--- src/rtl/bitlatch_pkg.sv ---
package bitlatch_pkg;

  // Mode code is {clr, en_n}
  typedef enum logic [1:0] {
    MODE_LATCH = 2'b00,
    MODE_HOLD  = 2'b01,
    MODE_DEMUX = 2'b10,
    MODE_CLEAR = 2'b11
  } latch_mode_e;

  // True when two address words differ in two or more bit positions
  function automatic logic multi_bit_change(input logic [7:0] a, input logic [7:0] b);
    logic [7:0] diff;
    int unsigned cnt;
    diff = a ^ b;
    cnt = 0;
    for (int i = 0; i < 8; i++) cnt += diff[i] ? 1 : 0;
    return cnt > 1;
  endfunction

endpackage

--- src/rtl/bitlatch_mode_decode.sv ---
module bitlatch_mode_decode
  import bitlatch_pkg::*;
(
  input  logic        en_n,
  input  logic        clr,
  output latch_mode_e mode
);
  always_comb begin
    unique case ({clr, en_n})
      2'b00:   mode = MODE_LATCH;
      2'b01:   mode = MODE_HOLD;
      2'b10:   mode = MODE_DEMUX;
      default: mode = MODE_CLEAR;
    endcase
  end
endmodule

--- src/rtl/bitlatch_bank.sv ---
module bitlatch_bank
  import bitlatch_pkg::*;
#(
  parameter int WIDTH  = 8,
  parameter int ADDR_W = $clog2(WIDTH)
) (
  input  logic              clk,
  input  logic              rst,
  input  latch_mode_e       mode,
  input  logic [ADDR_W-1:0] addr,
  input  logic              din,
  output logic [WIDTH-1:0]  q
);
  for (genvar i = 0; i < WIDTH; i++) begin : g_cell
    logic sel;
    logic cell_q;

    assign sel = (addr == ADDR_W'(i));

    always_ff @(posedge clk) begin
      if (rst) begin
        cell_q <= 1'b0;
      end else begin
        unique case (mode)
          MODE_LATCH: if (sel) cell_q <= din;
          MODE_HOLD:  cell_q <= cell_q;
          MODE_DEMUX: cell_q <= sel & din;
          default:    cell_q <= 1'b0;
        endcase
      end
    end

    assign q[i] = cell_q;
  end
endmodule

--- src/rtl/bitlatch_addr_monitor.sv ---
module bitlatch_addr_monitor
  import bitlatch_pkg::*;
#(
  parameter int ADDR_W = 3
) (
  input  logic              clk,
  input  logic              rst,
  input  latch_mode_e       mode,
  input  logic [ADDR_W-1:0] addr,
  output logic              addr_err
);
  logic [ADDR_W-1:0] prev_addr;
  logic              prev_ok;

  always_ff @(posedge clk) begin
    if (rst) begin
      prev_addr <= '0;
      prev_ok   <= 1'b0;
      addr_err  <= 1'b0;
    end else begin
      prev_addr <= addr;
      prev_ok   <= 1'b1;
      addr_err  <= prev_ok && (mode == MODE_LATCH) &&
                   multi_bit_change(8'(addr), 8'(prev_addr));
    end
  end
endmodule

--- src/rtl/bitlatch_top.sv ---
module bitlatch_top
  import bitlatch_pkg::*;
#(
  parameter bit DUAL_BANK = 1'b0,
  parameter int OUT_BITS  = 8,
  parameter int NUM_BANKS = DUAL_BANK ? 2 : 1,
  parameter int BANK_W    = OUT_BITS / NUM_BANKS,
  parameter int ADDR_W    = $clog2(BANK_W)
) (
  input  logic                 clk,
  input  logic                 rst,
  input  logic                 en_n,
  input  logic                 clr,
  input  logic [ADDR_W-1:0]    addr,
  input  logic [NUM_BANKS-1:0] data_in,
  output logic [OUT_BITS-1:0]  q_out,
  output logic                 addr_err
);
  latch_mode_e mode;

  bitlatch_mode_decode u_dec (
    .en_n (en_n),
    .clr  (clr),
    .mode (mode)
  );

  for (genvar b = 0; b < NUM_BANKS; b++) begin : g_bank
    bitlatch_bank #(
      .WIDTH  (BANK_W),
      .ADDR_W (ADDR_W)
    ) u_bank (
      .clk  (clk),
      .rst  (rst),
      .mode (mode),
      .addr (addr),
      .din  (data_in[b]),
      .q    (q_out[b*BANK_W +: BANK_W])
    );
  end

  bitlatch_addr_monitor #(
    .ADDR_W (ADDR_W)
  ) u_mon (
    .clk      (clk),
    .rst      (rst),
    .mode     (mode),
    .addr     (addr),
    .addr_err (addr_err)
  );
endmodule

--- config.mk ---
export PLATFORM = sky130hd
export DESIGN_NAME = bitlatch_top
export DESIGN_NICKNAME = d
export VERILOG_FILES = /design/src/rtl/bitlatch_pkg.sv /design/src/rtl/bitlatch_mode_decode.sv /design/src/rtl/bitlatch_bank.sv /design/src/rtl/bitlatch_addr_monitor.sv /design/src/rtl/bitlatch_top.sv
export SDC_FILE = /design/constraint.sdc
export NUM_CORES = 1
export LEC_CHECK = 0
export CORE_UTILIZATION = 46
export CTS_CLUSTER_DIAMETER = 30
export DETAILED_ROUTE_END_ITERATION = 12
export GPL_ROUTABILITY_DRIVEN = 0
export PLACE_DENSITY = 0.73
export SYNTH_ARGS = -nofsm -noshare
export SYNTH_HDL_FRONTEND = slang
export SYNTH_HIERARCHICAL = 1
export SYNTH_SLANG_ARGS = --single-unit
--- constraint.sdc ---
create_clock -name clk -period 1.4 [get_ports clk]
set_input_delay 0.21 -clock clk [delete_from_list [all_inputs] [get_ports clk]]
set_output_delay 0.21 -clock clk [all_outputs]
set_load 0.02 [all_outputs]
==> flow_summary.json <==
{
  "outcome": "complete, no violations",
  "cp-end-kind": "register",
  "drt_pass1_iterations": 2,
  "ys_ff_latch": 13,
  "io_pins": 17,
  "overflow": 0,
  "clk-insertion-delay-late_ns": 0.28,
  "fin_ws_ns": 0.147,
  "core_area_sq_mm": 0.00132,
  "syn-num-nets": 70,
  "ir_drop_mv": 0.565,
  "mostFrequentLayoutCells": "dfxtp_1, dlygate4sd2_1, or3b_1, mux2i_1",
  "fill_cells": 122,
  "p_leak_uw": 0.000361,
  "setup_viol": 0,
  "post_cts_buffers": 0,
  "arrival_ns": 1.42,
  "drv_cap": 0,
  "die-area_sq_mm": 0.00160,
  "vias": 465,
  "fin_nets": 87,
  "path_cells": "clkdlybuf4s50_1, xor2_1, ha_1, nor2_1, a211oi_2",
  "portBuffers": 16,
  "die_w_um": 40.0,
  "hpwl_um": 917,
  "drc": 0,
  "synth-seq-area-share_pct": 39.2,
  "cts_made_buffers": 3,
  "rsz0062_at_grt": "no",
  "cts.sinks": 13,
  "diodes": 0,
  "viasPerCell": 5.05,
  "hold_viol_final": 0,
  "cts_resized": 9,
  "required_ns": 1.57,
  "max_slew_margin_pct": 73.0,
  "total_power_uw": 716,
  "antenna_found_initial": 0,
  "layout-area-overhead-vs-synth_pct": 26.2,
  "hold_buffers": 0,
  "hold_depth": 2,
  "dp.cells": 88,
  "grt_max_degree": 9,
  "cts_buffer_depth": 2,
  "cpMaxStageDelayCell": "clkdlybuf4s50_1",
  "ant_nets": 0,
  "drtIter0Drc": 6,
  "fin_skew_ns": 0.00235,
  "min_from": "u_mon/prev_ok",
  "wl_per_cell_um": 12.7,
  "fmax_mhz": 798,
  "startpoint_type": "input pin",
  "avgSynthCellArea_sq_um": 10.9,
  "synthCells": 61,
  "r2r_start": "u_mon/prev_addr[1]",
  "final_common_cell": "dfxtp_1",
  "fin_hold_ws_ns": 0.541,
  "fin_crit_ns": 1.25,
  "grt_pass1_wl_um": 1790,
  "cts_tree": "done",
  "drive_above_1_share_pct": 18.2,
  "hp-class": "reg -> reg",
  "critical_path_class": "in -> reg",
  "period_share_pct": 89.5,
  "powerDensity_mw_per_mm2": 856,
  "rows": 13,
  "worst_slew_pin_slew_ns": 0.400,
  "drv_slew": 0,
  "clk_pin_slew_ns": 0.07,
  "die-height_um": 40.0,
  "yosysUniqueCellTypes": 19,
  "critPathMaxStageDelay_ns": 0.59,
  "cts_max_level": 1,
  "critPathLaunch": "addr[1]",
  "wl_um": 1170,
  "final_cells": 92,
  "pre_cts_ws_ns": -0.166,
  "grt_pass1_vias": 409,
  "synth_area_sq_um": 663,
  "crit_fanout": 7,
  "grt_usage_pct": 18.4,
  "yosys_warnings": 6,
  "root_buffer": "clkbuf_4",
  "reg2regPathDepth": 4,
  "initial_utilization_pct": 50.3
}
## path summary, 6_finish.rpt
kind / slack, ns / endpoint
worst max-delay path: 0.15 / u_mon/addr_err
worst min-delay path: 0.54 / u_mon/addr_err
worst min register to register: 0.54 / u_mon/addr_err
worst max register to register: 0.35 / u_mon/addr_err
## where the power goes
| part | leakage, uW | internal (uW) | total [uW] | switching, uW |
|---|---|---|---|---|
| sequential | 0.000106 | 380 | 383 | 3.52 |
| combinational | 0.000240 | 57.9 | 107 | 49.5 |
| clock | 0.0000150 | 111 | 226 | 115 |
| total | 0.000361 | 548 | 716 | 168 |
## critical path: cells and delay by family
kind | cells | cell delay, ns
xor gates and xnor gates | 1 | 0.18
AOI/OAI and AO/OA | 1 | 0.06
adders and majority gates | 1 | 0.24
buffers and inverters | 1 | 0.59
and+or+nand+nor | 1 | 0.13
## metrics by stage
stage                     TNS (ns)  util, %  area [sq um]
after global routing             0     63.5           837
after floorplan                  0        -           663
final                            0     63.5           837
after CTS                        0     63.5           837
after detailed placement    -0.682     62.4           822
after global placement      -0.538     62.4           822
## cells in the mapped netlist
master	instances	area (sq um)
xor2_1	2	17.5
or3b_1	8	70.1
or4b_1	1	10.0
xnor2_1	1	8.76
nor2_1	1	3.75
buf_4	8	60.1
nand4b_1	1	8.76
mux2i_1	8	80.1
and2b_1	3	22.5
and4bb_2	3	37.5
ha_1	1	12.5
a211oi_2	1	12.5
nand2b_1	1	6.26
dfxtp_1	13	260
nor4_1	1	6.26
clkbuf_1	2	7.51
clkbuf_2	1	5.00
inv_1	2	7.51
nor4b_1	3	26.3
## kinds of logic after synthesis
logic type	Yosys count	synth area share [%]
mux	8	12.1
simple gates	22	28.9
fa+ha+maj	1	1.89
buf+inv	13	12.1
flops	13	39.2
xor+xnor	3	3.96
compound gates	1	1.89
## area by class of cell
cell class	instances	area, sq um	share of cell area [%]
well taps	15	18.8	2.24
flip-flops and latches	13	260	31.1
repair buffers	23	201	24.1
multi-input cells	35	323	38.6
clock buffers	4	26.3	3.14
inverters	2	7.51	0.897
## layer usage
metal	part of all wire (%)	wire, um	vias to the layer above	GRT usage, %
met1	44	512	207	21.5
li1	-	-	241	-
met2	46	536	12	26.2
met5	0	0	-	0
met3	7.9	92	5	10.0
met4	2.4	28	0	10.3
## registers in the layout, indices dropped and copies added, names as in the netlist
name and count:
g_bank.u_bank/g_cell.cell_q 8, u_mon/prev_addr 3, u_mon/addr_err 1, u_mon/prev_ok 1
Power figures use the tool's default switching activity.
